### src/rtl/bar_pkg.sv
package bar_pkg;

  localparam int BAR_SLOTS = 6;
  localparam int HIT_W     = BAR_SLOTS + 1;
  localparam int ROM_BIT   = BAR_SLOTS;
  localparam int IDX_W     = 3;

  typedef enum logic [1:0] {
    SLOT_OFF  = 2'd0,
    SLOT_W32  = 2'd1,
    SLOT_LO64 = 2'd2,
    SLOT_HI64 = 2'd3
  } slot_kind_e;

  // Fixed read-only low bits of a slot.
  function automatic logic [31:0] type_bits(input bit is_io, input bit is64, input bit pref);
    logic [31:0] t;
    t = '0;
    if (is_io) begin
      t[0] = 1'b1;
    end else begin
      t[2:1] = is64 ? 2'b10 : 2'b00;
      t[3]   = pref;
    end
    return t;
  endfunction

  // Bits software may write (and that take part in the compare).
  function automatic logic [31:0] writable(input logic [31:0] mask, input bit is_io,
                                           input slot_kind_e kind);
    if (kind == SLOT_HI64) return 32'hFFFF_FFFF;
    if (is_io)             return mask & 32'hFFFF_FFFC;
    return mask & 32'hFFFF_FFF0;
  endfunction

endpackage

### src/rtl/bar_slot.sv
module bar_slot #(
  parameter logic [31:0]         MASK  = 32'hFFF0_0000,
  parameter bit                  IS_IO = 1'b0,
  parameter bit                  PREF  = 1'b0,
  parameter bar_pkg::slot_kind_e KIND  = bar_pkg::SLOT_W32
) (
  input  logic        clk,
  input  logic        rst,
  input  logic        we,
  input  logic [31:0] wdata,
  input  logic        mem_en,
  input  logic        io_en,
  input  logic        acc_io,
  input  logic [31:0] addr_lo,
  output logic [31:0] base,
  output logic [31:0] rdata,
  output logic        lo_match
);
  import bar_pkg::*;

  localparam logic [31:0] WMASK = writable(MASK, IS_IO, KIND);
  localparam logic [31:0] TBITS = (KIND == SLOT_HI64) ? 32'h0
                                  : type_bits(IS_IO, KIND == SLOT_LO64, PREF);

  logic [31:0] base_q;

  always_ff @(posedge clk) begin
    if (rst)     base_q <= '0;
    else if (we) base_q <= wdata & WMASK;
  end

  assign base  = base_q;
  assign rdata = base_q | TBITS;

  generate
    if (KIND == SLOT_HI64) begin : g_hi
      // Upper half of a pair: compared by the low slot, no own decode.
      assign lo_match = 1'b0;
    end else begin : g_dec
      logic space_ok;
      if (IS_IO) begin : g_io
        assign space_ok = acc_io && io_en;
      end else begin : g_mem
        assign space_ok = !acc_io && mem_en;
      end
      assign lo_match = space_ok && ((addr_lo & WMASK) == base_q);
    end
  endgenerate

endmodule

### src/rtl/rom_slot.sv
module rom_slot #(
  parameter logic [31:0] MASK   = 32'hFF00_0000,
  parameter bit          ENABLE = 1'b0
) (
  input  logic        clk,
  input  logic        rst,
  input  logic        we,
  input  logic [31:0] wdata,
  input  logic        mem_en,
  input  logic        acc_io,
  input  logic [63:0] addr,
  output logic [31:0] rdata,
  output logic        hit
);

  generate
    if (ENABLE) begin : g_rom
      localparam logic [31:0] CMASK = MASK & 32'hFFFF_F800;
      localparam logic [31:0] WMASK = CMASK | 32'h1;
      logic [31:0] rom_q;

      always_ff @(posedge clk) begin
        if (rst)     rom_q <= '0;
        else if (we) rom_q <= wdata & WMASK;
      end

      assign rdata = rom_q;
      assign hit   = rom_q[0] && mem_en && !acc_io && (addr[63:32] == 32'h0)
                     && ((addr[31:0] & CMASK) == (rom_q & CMASK));
    end else begin : g_none
      assign rdata = '0;
      assign hit   = 1'b0;
    end
  endgenerate

endmodule

### src/rtl/bar_decode_unit.sv
module bar_decode_unit #(
  parameter int                                BAR_CNT   = 1,
  parameter bit                                BAR0_IS64 = 1'b0,
  parameter logic [bar_pkg::BAR_SLOTS*32-1:0]  BAR_MASKS = {bar_pkg::BAR_SLOTS{32'hFFF0_0000}},
  parameter logic [bar_pkg::BAR_SLOTS-1:0]     BAR_IO    = '0,
  parameter logic [bar_pkg::BAR_SLOTS-1:0]     BAR_PREF  = '0,
  parameter bit                                ROM_EN    = 1'b0,
  parameter logic [31:0]                       ROM_MASK  = 32'hFF00_0000
) (
  input  logic        clk,
  input  logic        rst,
  input  logic        cfg_we,
  input  logic [2:0]  cfg_idx,
  input  logic [31:0] cfg_wdata,
  output logic [31:0] cfg_rdata,
  input  logic        mem_en,
  input  logic        io_en,
  input  logic        acc_io,
  input  logic [63:0] acc_addr,
  output logic [6:0]  hit
);
  import bar_pkg::*;

  localparam int SLOTS = BAR_SLOTS;

  logic [31:0] base_q  [SLOTS];
  logic [31:0] slot_rd [SLOTS];
  logic        lo_m    [SLOTS];
  logic [31:0] rom_rd;
  logic        rom_hit;
  logic        hi_zero;
  logic [31:0] rd_mux;

  assign hi_zero = (acc_addr[63:32] == 32'h0);

  generate
    for (genvar k = 0; k < SLOTS; k++) begin : g_slot
      localparam slot_kind_e KIND =
        (k >= BAR_CNT)              ? SLOT_OFF  :
        (BAR0_IS64 && (k == 0))     ? SLOT_LO64 :
        (BAR0_IS64 && (k == 1))     ? SLOT_HI64 : SLOT_W32;

      if (KIND == SLOT_OFF) begin : g_off
        assign base_q[k]  = '0;
        assign slot_rd[k] = '0;
        assign lo_m[k]    = 1'b0;
        assign hit[k]     = 1'b0;
      end else begin : g_on
        bar_slot #(
          .MASK  (BAR_MASKS[k*32 +: 32]),
          .IS_IO (BAR_IO[k] && (KIND == SLOT_W32)),
          .PREF  (BAR_PREF[k]),
          .KIND  (KIND)
        ) u_slot (
          .clk      (clk),
          .rst      (rst),
          .we       (cfg_we && (cfg_idx == IDX_W'(k))),
          .wdata    (cfg_wdata),
          .mem_en   (mem_en),
          .io_en    (io_en),
          .acc_io   (acc_io),
          .addr_lo  (acc_addr[31:0]),
          .base     (base_q[k]),
          .rdata    (slot_rd[k]),
          .lo_match (lo_m[k])
        );
        if (KIND == SLOT_LO64) begin : g_pair
          assign hit[k] = lo_m[k] && (acc_addr[63:32] == base_q[1]);
        end else begin : g_flat
          assign hit[k] = lo_m[k] && hi_zero;
        end
      end
    end
  endgenerate

  rom_slot #(
    .MASK   (ROM_MASK),
    .ENABLE (ROM_EN)
  ) u_rom (
    .clk    (clk),
    .rst    (rst),
    .we     (cfg_we && (cfg_idx == IDX_W'(ROM_BIT))),
    .wdata  (cfg_wdata),
    .mem_en (mem_en),
    .acc_io (acc_io),
    .addr   (acc_addr),
    .rdata  (rom_rd),
    .hit    (rom_hit)
  );

  assign hit[ROM_BIT] = rom_hit;

  always_comb begin
    rd_mux = '0;
    for (int k = 0; k < SLOTS; k++) begin
      if (cfg_idx == IDX_W'(k)) rd_mux = slot_rd[k];
    end
    if (cfg_idx == IDX_W'(ROM_BIT)) rd_mux = rom_rd;
  end

  always_ff @(posedge clk) begin
    if (rst) cfg_rdata <= '0;
    else     cfg_rdata <= rd_mux;
  end

endmodule

### config.mk
export PLATFORM = sky130hd
export DESIGN_NAME = bar_decode_unit
export DESIGN_NICKNAME = d
export VERILOG_FILES = /design/src/rtl/bar_pkg.sv /design/src/rtl/bar_slot.sv /design/src/rtl/rom_slot.sv /design/src/rtl/bar_decode_unit.sv
export SDC_FILE = /design/constraint.sdc
export NUM_CORES = 1
export LEC_CHECK = 0
export ABC_AREA = 0
export BUFFER_PORTS_ARGS = -buffer_cell sky130_fd_sc_hd__buf_4
export CAP_MARGIN = 20
export CORE_MARGIN = 2
export CORE_UTILIZATION = 32
export CTS_CLUSTER_DIAMETER = 80
export CTS_CLUSTER_SIZE = 10
export DETAILED_ROUTE_END_ITERATION = 10
export PLACE_DENSITY = 0.9
export SLEW_MARGIN = 0
export SYNTH_ARGS = -nofsm -noshare
export SYNTH_HDL_FRONTEND = slang
export SYNTH_SLANG_ARGS = --single-unit
export TNS_END_PERCENT = 100
### constraint.sdc
create_clock -name clk -period 1.6 [get_ports clk]
set_clock_uncertainty 0.1 [all_clocks]
set_input_delay 0.16 -clock clk [delete_from_list [all_inputs] [get_ports clk]]
set_output_delay 0.16 -clock clk [all_outputs]
set_load 0.01 [all_outputs]
==> impl_metrics.ini, run 1 <==
[detailed_routing]
wl_um = 3450
drc_errors = 0
dr.pass1.iters = 4
vias = 1197
avgRoutedWirePerCell_um = 12.1
drtIter0Drc = 81
drtAntennaViolNets = 0
vias_per_cell = 4.20

[worst_setup_path]
start_kind = flop
end_kind = output port
cp.required_ns = 1.34
worstRegToRegCells = 4
crit_fanout = 2
r2r-start = g_slot[0].g_on.u_slot.base[25]$_SDFFE_PP0P_
rr_endpoint = g_slot[0].g_on.u_slot.base[25]$_SDFFE_PP0P_
reg2reg_slack_ns = 0.20
worstPathArrival_ns = 1.81
crit_type = reg2out

[global_routing]
overflow = 0
grt_start_max_net_pins = 15
grt_pass1_vias = 1237
grt_usage = 0.173
antenna_found_initial = 0
grt_pass1_wl_um = 5620

[clock_tree]
cts-root-buf = clkbuf_4
path_clk_slew_ns = 0.13
clk_latency_ns = 0.31
numCtsBuffers = 3
cts_tree = yes
cts_num_sinks = 24
htree_levels = 1
clockBufferDepth = 2

[floorplan]
fp.dieArea_um2 = 4100
die_x_um = 64.0
ios = 144
die_h_um = 64.0
core_um2 = 3390
start_util = 0.340
rows = 21

[power]
p_leak_uw = 0.000972
finalPower_uw = 1280
p_comb_frac = 0.188
p_switching_uw = 270
swShare = 0.212
p_clk_frac = 0.333
ir_worst_vdd_mv = 0.311
power_frac_seq = 0.478
powerDensity_nw_per_um2 = 636
intPower_uw = 1010

[run_status]
failed_checks = setup timing
outcome = finished with violations

[timing]
fin_tns_setup_ns = -0.465
slew_viol_final = 0
fmax_mhz = 484
fin_hold_ws_ns = 0.199
fin_crit_ns = 2.07
rsz0062_at_grt = true
fin_crit_sh = 1.29
setup_ws_ns = -0.465
setup_viol = 1
hold_viol = 0

[cells_and_area]
antenna_cells = 0
multi_input_area_um2 = 567
area_delta_synth_final_pct = 73.9
final_net_count = 345
drive_above_1_share = 0.389
fill_cells = 290
utilization = 0.592
regArea_um2 = 483

[synthesis]
yosysSeqAreaShare = 0.416
ys_seq_elements = 24
syn_area_um2 = 1150
syn_area_per_cell_um2 = 8.55
ys_warn_count = 0
synth_cell_types = 18
netlist_instances = 135

[flow_run]
maxCapViolCount = 0

[place]
dpl.hpwl_um = 2510
gp_congestion = 0.687
io_buffers = 76

[min_path]
hold_start = cfg_we
hold_end = g_slot[0].g_on.u_slot.base[31]$_SDFFE_PP0P_
min_path_type = in2reg
holdPathStages = 4
-- cell families (layout without fill, tap and decap cells) --
family | Yosys count | in the layout | share of synthesized area
other | 1 | 26 | 0.00325
buffers and inverters | 30 | 109 | 0.183
AOI/OAI and AO/OA | 12 | 12 | 0.0521
xor gates and xnor gates | 12 | 12 | 0.0911
DFF | 24 | 24 | 0.416
and+or+nand+nor | 56 | 56 | 0.254
-- cells in the final DEF, fill, tap and decap left out --
cell           netlist  final
buf_4               26     82
conb_1               1     26
nand2_1             25     24
dlygate4sd3_1        0     23
dfxtp_1             24     22
a21oi_1             12     12
and2_1              12     11
nor4_1              10      9
xor2_1               8      8
xnor2_1              4      4
nand4_1              3      3
clkbuf_4             0      3
nor4_2               1      2
dfxtp_2              0      2
nor4b_1              1      1
nor2_1               1      1
nand3_1              1      1
nor3_1               1      1
and2_4               0      1
nand2_2              0      1
and2_2               1      1
bufinv_16            0      1
-- worst max path at each step --
| stage | end | startpoint | slack (ns) | cells after the start |
|---|---|---|---|---|
| 2_1_floorplan | hit[0] | g_slot[0].g_on.u_slot.base[27]$_SDFFE_PP0P_ | 0.15 | 4 |
| 5_1_grt | hit[0] | g_slot[0].g_on.u_slot.base[22]$_SDFFE_PP0P_ | -0.57 | 5 |
| 3_5_place_dp | hit[0] | g_slot[0].g_on.u_slot.base[27]$_SDFFE_PP0P_ | -0.07 | 6 |
| 6_report | hit[0] | g_slot[0].g_on.u_slot.base[20]$_SDFFE_PP0P_ | -0.47 | 6 |
| 4_1_cts | hit[0] | g_slot[0].g_on.u_slot.base[20]$_SDFFE_PP0P_ | -0.38 | 6 |
| 3_3_place_gp | hit[0] | g_slot[0].g_on.u_slot.base[27]$_SDFFE_PP0P_ | -0.04 | 6 |
-- registers in the layout, summed over array words and instances, names as in the netlist --
name,count
cfg_rdata,12
g_slot.g_on.u_slot.base,12
-- metrics by stage --
step / setup WS, ns / instance area [um^2] / std cells
floorplan: 0.153 / 1250 / 160
global placement: -0.0441 / 1710 / 258
detailed placement: -0.0668 / 1710 / 258
CTS: -0.384 / 2000 / 285
global route: -0.572 / 2010 / 285
finish: -0.465 / 2010 / 285
-- final cells by class --
type	count	area share
flip-flops and latches	24	0.241
multi-input cells	106	0.283
clock inverters	1	0.0150
repair buffers	105	0.422
clock buffers	3	0.0112
well taps	46	0.0287
-- metal layers --
layer / track usage / up-vias / share of wire
met3: 0.0176 / 6 / 0.056
li1: - / 602 / -
met4: 0.0652 / 0 / 0.016
met1: 0.200 / 533 / 0.38
met2: 0.324 / 56 / 0.55
met5: 0 / - / 0
-- what timing repair did --
action,4_1_cts,5_1_grt
resized for setup,3,3
endpoints found under the setup margin,1,12
endpoints found under the hold margin,12,0
buffers inserted,0,0
pin swaps,6,0
hold buffers,23,0
-- synthesized netlist by cell type (all sizes together) --
cell     n  area (um^2)
nor4    11         75.1
a21oi   12         60.1
xor2     8         70.1
nand4    3         18.8
conb     1         3.75
buf     27          200
nor4b    1         8.76
nand2   25         93.8
nor3     1         5.00
xnor2    4         35.0
and2    13         82.6
nor2     1         3.75
dfxtp   24          480
clkbuf   3         11.3
nand3    1         5.00
-- critical path, stage by stage (launching register included) --
cell,delay (ns)
dfxtp_2,0.35
xor2_1,0.14
nor4_1,0.32
buf_4,0.17
nand4_1,0.14
nor4_2,0.21
buf_4,0.18
-- power by group through the flow --
stage	clock network, uW	registers, uW	logic (uW)
floorplan	0	622	111
global placement	0	623	195
detailed placement	0	623	200
CTS	433	610	235
global route	460	611	261
finish	425	610	240
No activity file was read; power rests on OpenSTA's default activity.
==> run 2: changes to the inputs <==
--- a/constraint.sdc
+++ b/constraint.sdc
@@ -4,2 +4,2 @@
 set_output_delay 0.16 -clock clk [all_outputs]
-set_load 0.01 [all_outputs]
+set_load 0.05 [all_outputs]
==> run 2 against run 1 <==
  * Worst hold slack got worse by 0.20 ns
  * Maximum frequency grew 0.61%
  * Design area rose by 2.3%
  * Via count grew 4.2%
  * Largest cell class unchanged
  * Count of clock-buffer cells in the layout unchanged
  * Clock power up 4.9%
  * Global-route usage up 0.41 points
  * Register-to-register slack about the same
  * The run ends with hold timing, setup timing left
  * Critical path depth did not move
  * Highest routed layer unchanged
==> impl_metrics.ini, run 2 (synthesis results as in run 1) <==
[cells_and_area]
utilization = 0.605
area_delta_synth_final_pct = 77.9
multi_input_area_um2 = 587
final_cell_mix = 85 x buf_4, 26 x conb_1, 24 x nand2_1
fill_cells = 262
stdcell_area_um2 = 2050
final_net_count = 348
final_common_cell = buf_4
drive_above_1_share = 0.417
regArea_um2 = 485
antenna_cells = 0

[run_status]
outcome = finished with violations
failed_checks = hold timing, setup timing

[timing]
hold_viol = 1
fin_tns_setup_ns = -0.453
fmax_mhz = 487
rsz0062_at_grt = true
setup_viol = 1
slew_viol_final = 0
fin_crit_sh = 1.28
setup_ws_ns = -0.453
fin_crit_ns = 2.05
fin_hold_ws_ns = -0.00569

[worst_setup_path]
setup.worst_path.start = g_slot[0].g_on.u_slot.base[21]$_SDFFE_PP0P_
r2r-start = g_slot[0].g_on.u_slot.base[27]$_SDFFE_PP0P_
cp_top_family = simple AND/OR/NAND/NOR gates
slowest_stage = dfxtp_2
start_kind = flop
path_cells = xor2_1 -> nor4_2 -> buf_4 -> nand4_1 -> nor4_4 -> buf_6
cp.required_ns = 1.34
crit_buf_inv = 2
critPathMaxStageDelay_ns = 0.35
crit_type = reg2out
crit_fanout = 2
worstPathArrival_ns = 1.79
end_kind = output port

[detailed_routing]
dr.pass1.iters = 4
vias_per_cell = 4.33
wl_um = 3820
drtAntennaViolNets = 0
avgRoutedWirePerCell_um = 13.2
drtIter0Drc = 73
vias = 1247
drc_errors = 0

[floorplan]
ios = 144
start_util = 0.340
core_um2 = 3390
fp.dieArea_um2 = 4100
rows = 21
die_h_um = 64.0
die_x_um = 64.0

[clock_tree]
clk_latency_ns = 0.33
cts_num_sinks = 24
cts_tree = yes
htree_levels = 1
clockBufferDepth = 2
path_clk_slew_ns = 0.13
numCtsBuffers = 3
cts-root-buf = clkbuf_4

[global_routing]
grt_pass1_vias = 1179
grt_start_max_net_pins = 15
overflow = 0
antenna_found_initial = 0
grt_usage = 0.177
grt_pass1_wl_um = 5600

[place]
gp_congestion = 0.821
dpl.hpwl_um = 2500
postPlaceCellArea_um2 = 1750
io_buffers = 76

[min_path]
hold_start = cfg_wdata[30]
min_path_type = in2reg

[power]
powerDensity_nw_per_um2 = 689
p_leak_uw = 0.00101
ir_worst_vdd_mv = 0.425

[flow_run]
maxCapViolCount = 0
==> run 2: cell count changes in the layout (fill, tap and decap cells not counted), sizes merged <==
| cell | change |
|---|---|
| buf | +4 |
| dlygate4sd3 | -1 |
==> run 2: repair_timing <==
action | CTS | global route
hold endpoints to repair | 12 | 0
pin swaps | 1 | 2
hold buffers | 22 | 0
buffers inserted | 0 | 0
resized for setup | 2 | 7
setup endpoints to repair | 1 | 11
==> run 2: layout make-up <==
type	count	share of cell area
tap	46	0.0280
sequential	24	0.237
multi-input combinational	106	0.286
clock inverter	1	0.0146
clock buffer	3	0.0110
timing repair buffer	108	0.424
==> run 2: final timing paths <==
check	to	slack, ns	cells past startpoint
max	hit[0]	-0.45	6
max reg2reg	g_slot[0].g_on.u_slot.base[27]$_SDFFE_PP0P_	0.19	4
min	g_slot[0].g_on.u_slot.base[30]$_SDFFE_PP0P_	-0.006	3
min reg2reg	cfg_rdata[26]$_SDFF_PP0_	0.44	1
==> run 2: worst reg2reg max path: cells and delay by family, from the launching register on <==
| kind | cells | cell delay [ns] |
|---|---|---|
| buf+inv | 2 | 0.69 |
| compound gates | 1 | 0.16 |
| simple gates | 1 | 0.04 |
| flops | 1 | 0.37 |
==> run 2: layer usage <==
metal | track usage | up-vias | part of all wire
li1 | - | 608 | -
met1 | 0.195 | 564 | 0.37
met2 | 0.344 | 68 | 0.55
met3 | 0.0123 | 7 | 0.057
met4 | 0.0761 | 0 | 0.024
met5 | 0 | - | 0
==> run 2: where the power goes <==
group | leakage (uW) | internal (uW) | switching, uW
sequential | 0.000196 | 605 | 5.44
combinational | 0.000782 | 151 | 207
clock | 0.0000279 | 254 | 192
==> run 2: metrics by stage <==
| step | setup WS, ns | cells | total power, uW |
|---|---|---|---|
| 6_report | -0.453 | 288 | 1410 |
| 5_1_grt | -0.552 | 288 | 1450 |
| 4_1_cts | -0.467 | 288 | 1390 |
| 3_5_place_dp | -0.116 | 262 | 934 |
| 3_3_place_gp | -0.105 | 262 | 929 |
| 2_1_floorplan | -0.154 | 160 | 844 |
==> run 3: changes to the inputs <==
Settings changed: PLACE_DENSITY 0.9 to not set, PLACE_DENSITY_LB_ADDON set to 0.12.
==> run 3 against run 2 <==
  * The flow finishes with violations (setup timing)
  * Maximum frequency fell by 0.95%
  * Non-clock buffer count fell by 13
  * Worst hold slack improved by 0.011 ns
  * First-iteration DRC count fell by 60%
  * Utilization fell by 5.1 points
  * Design area fell by 8.5%
  * Setup slack got worse by 0.020 ns
  * Sequential share of layout area rose by 2.1 points
  * Total power fell by 16%
  * Die area did not move
  * Register-to-register slack improved by 0.57 ns
  * Critical endpoint unchanged
  * Largest cell class unchanged
  * Largest power group unchanged
==> impl_metrics.ini, run 3 (synthesis results as in run 1) <==
[run_status]
outcome = finished with violations
failed_checks = setup timing

[cells_and_area]
drive_above_1_share = 0.404
final_common_cell = buf_4
instances_no_fill = 274
final_cell_mix = 83 x buf_4, 26 x conb_1, 25 x nand2_1
area_delta_synth_final_pct = 62.8
final_net_count = 335
utilization = 0.554
antenna_cells = 0

[floorplan]
core_um2 = 3390
fp.dieArea_um2 = 4100
ios = 144
die_x_um = 64.0
rows = 21
die_h_um = 64.0
start_util = 0.340

[worst_setup_path]
rr_endpoint = g_slot[0].g_on.u_slot.base[30]$_SDFFE_PP0P_
slowest_stage = dfxtp_2
crit_fanout = 3
start_kind = flop
end_kind = output port
cp.required_ns = 1.34
crit_type = reg2out
worstPathArrival_ns = 1.81
critPathMaxStageDelay_ns = 0.35
worstRegToRegCells = 3
r2r-start = g_slot[0].g_on.u_slot.base[30]$_SDFFE_PP0P_
reg2reg_slack_ns = 0.76
path_cells = xor2_1 -> nor4_2 -> nand3_1 -> nor4_4 -> buf_6

[place]
io_buffers = 76
place_inst = 260
gp_congestion = 0.725
dpl.hpwl_um = 2440
place_ws_ns = -0.265

[detailed_routing]
dr.pass1.iters = 5
drc_errors = 0
avgRoutedWirePerCell_um = 11.1
drtIter0Drc = 29
vias = 1160
vias_per_cell = 4.23
wl_um = 3050
drtAntennaViolNets = 0

[min_path]
holdPathStages = 3
hold_start = cfg_wdata[30]
hold_end = g_slot[0].g_on.u_slot.base[30]$_SDFFE_PP0P_
min_path_type = in2reg

[timing]
setup_viol = 1
fin_hold_ws_ns = 0.00557
fin_crit_sh = 1.30
hold_viol = 0
setup_ws_ns = -0.472
rsz0062_at_grt = true
fin_tns_setup_ns = -0.472
fin_crit_ns = 2.07
fmax_mhz = 483
slew_viol_final = 0

[power]
p_leak_uw = 0.000905
ir_worst_vdd_mv = 0.245
powerDensity_nw_per_um2 = 636

[global_routing]
grt_usage = 0.146
grt_pass1_vias = 1106
grt_start_max_net_pins = 14
grt_pass1_wl_um = 4590
overflow = 0
antenna_found_initial = 0

[clock_tree]
cts-root-buf = clkbuf_4
path_clk_slew_ns = 0.12
clk_latency_ns = 0.30
htree_levels = 1
numCtsBuffers = 3
clockBufferDepth = 2
post_cts_buffers = 0
cts_num_sinks = 24
cts_tree = yes

[flow_run]
maxCapViolCount = 0
[run 3: cell types whose count changed in the layout (fill, tap and decap cells not counted), sizes merged]
| cell | previous run | this run |
|---|---|---|
| bufinv | 1 | 0 |
| dlygate4sd3 | 22 | 11 |
| buf | 86 | 84 |
[run 3: how the worst max path moves through the flow]
stage / from / endpoint / slack [ns] / cells after the start
final: g_slot[0].g_on.u_slot.base[22]$_SDFFE_PP0P_ / hit[0] / -0.47 / 5
after global routing: g_slot[0].g_on.u_slot.base[22]$_SDFFE_PP0P_ / hit[0] / -0.58 / 5
after CTS: g_slot[0].g_on.u_slot.base[22]$_SDFFE_PP0P_ / hit[0] / -0.52 / 5
after detailed placement: g_slot[0].g_on.u_slot.base[22]$_SDFFE_PP0P_ / hit[0] / -0.27 / 5
after global placement: g_slot[0].g_on.u_slot.base[22]$_SDFFE_PP0P_ / hit[0] / -0.24 / 5
after floorplan: g_slot[0].g_on.u_slot.base[22]$_SDFFE_PP0P_ / hit[0] / -0.15 / 4
[run 3: layout make-up]
type,instances,area (um^2)
fillers,319,1510
well taps,46,57.6
clock buffers,3,22.5
repair buffers,95,744
multi-input cells,106,571
flip-flops and latches,24,483
[run 3: worst max-delay path, delay by kind of cell, from the launching register on]
family	cells	cell delay (ns)
xor gates and xnor gates	1	0.15
buffers and inverters	1	0.19
DFF	1	0.35
and+or+nand+nor	3	0.81
[run 3: through the flow]
step / instance area (um^2) / power [uW]
3_5_place_dp: 1740 / 932
4_1_cts: 1870 / 1200
5_1_grt: 1880 / 1240
2_1_floorplan: 1260 / 844
6_report: 1880 / 1190
3_3_place_gp: 1740 / 928
[run 3: report_power, final]
part           switching [uW]  leakage, uW  internal, uW
sequential               5.06     0.000195           604
clock                     163    0.0000138          87.9
combinational             195     0.000696           139
total                     363     0.000905           832
[run 3: metal layers]
metal  global-route usage  wire (um)  vias up  share of wire
li1                     -          -      580              -
met1                0.137       1080      505           0.35
met2                0.302       1640       71           0.54
met3               0.0246        303        4          0.099
met4               0.0571         34        0          0.011
met5                    0          0        -              0
[run 3: repair_timing]
| item | CTS | global route |
|---|---|---|
| hold buffers | 10 | 1 |
| setup endpoints to repair | 1 | 1 |
| endpoints found under the hold margin | 10 | 2 |
| gates resized for setup | 2 | 0 |
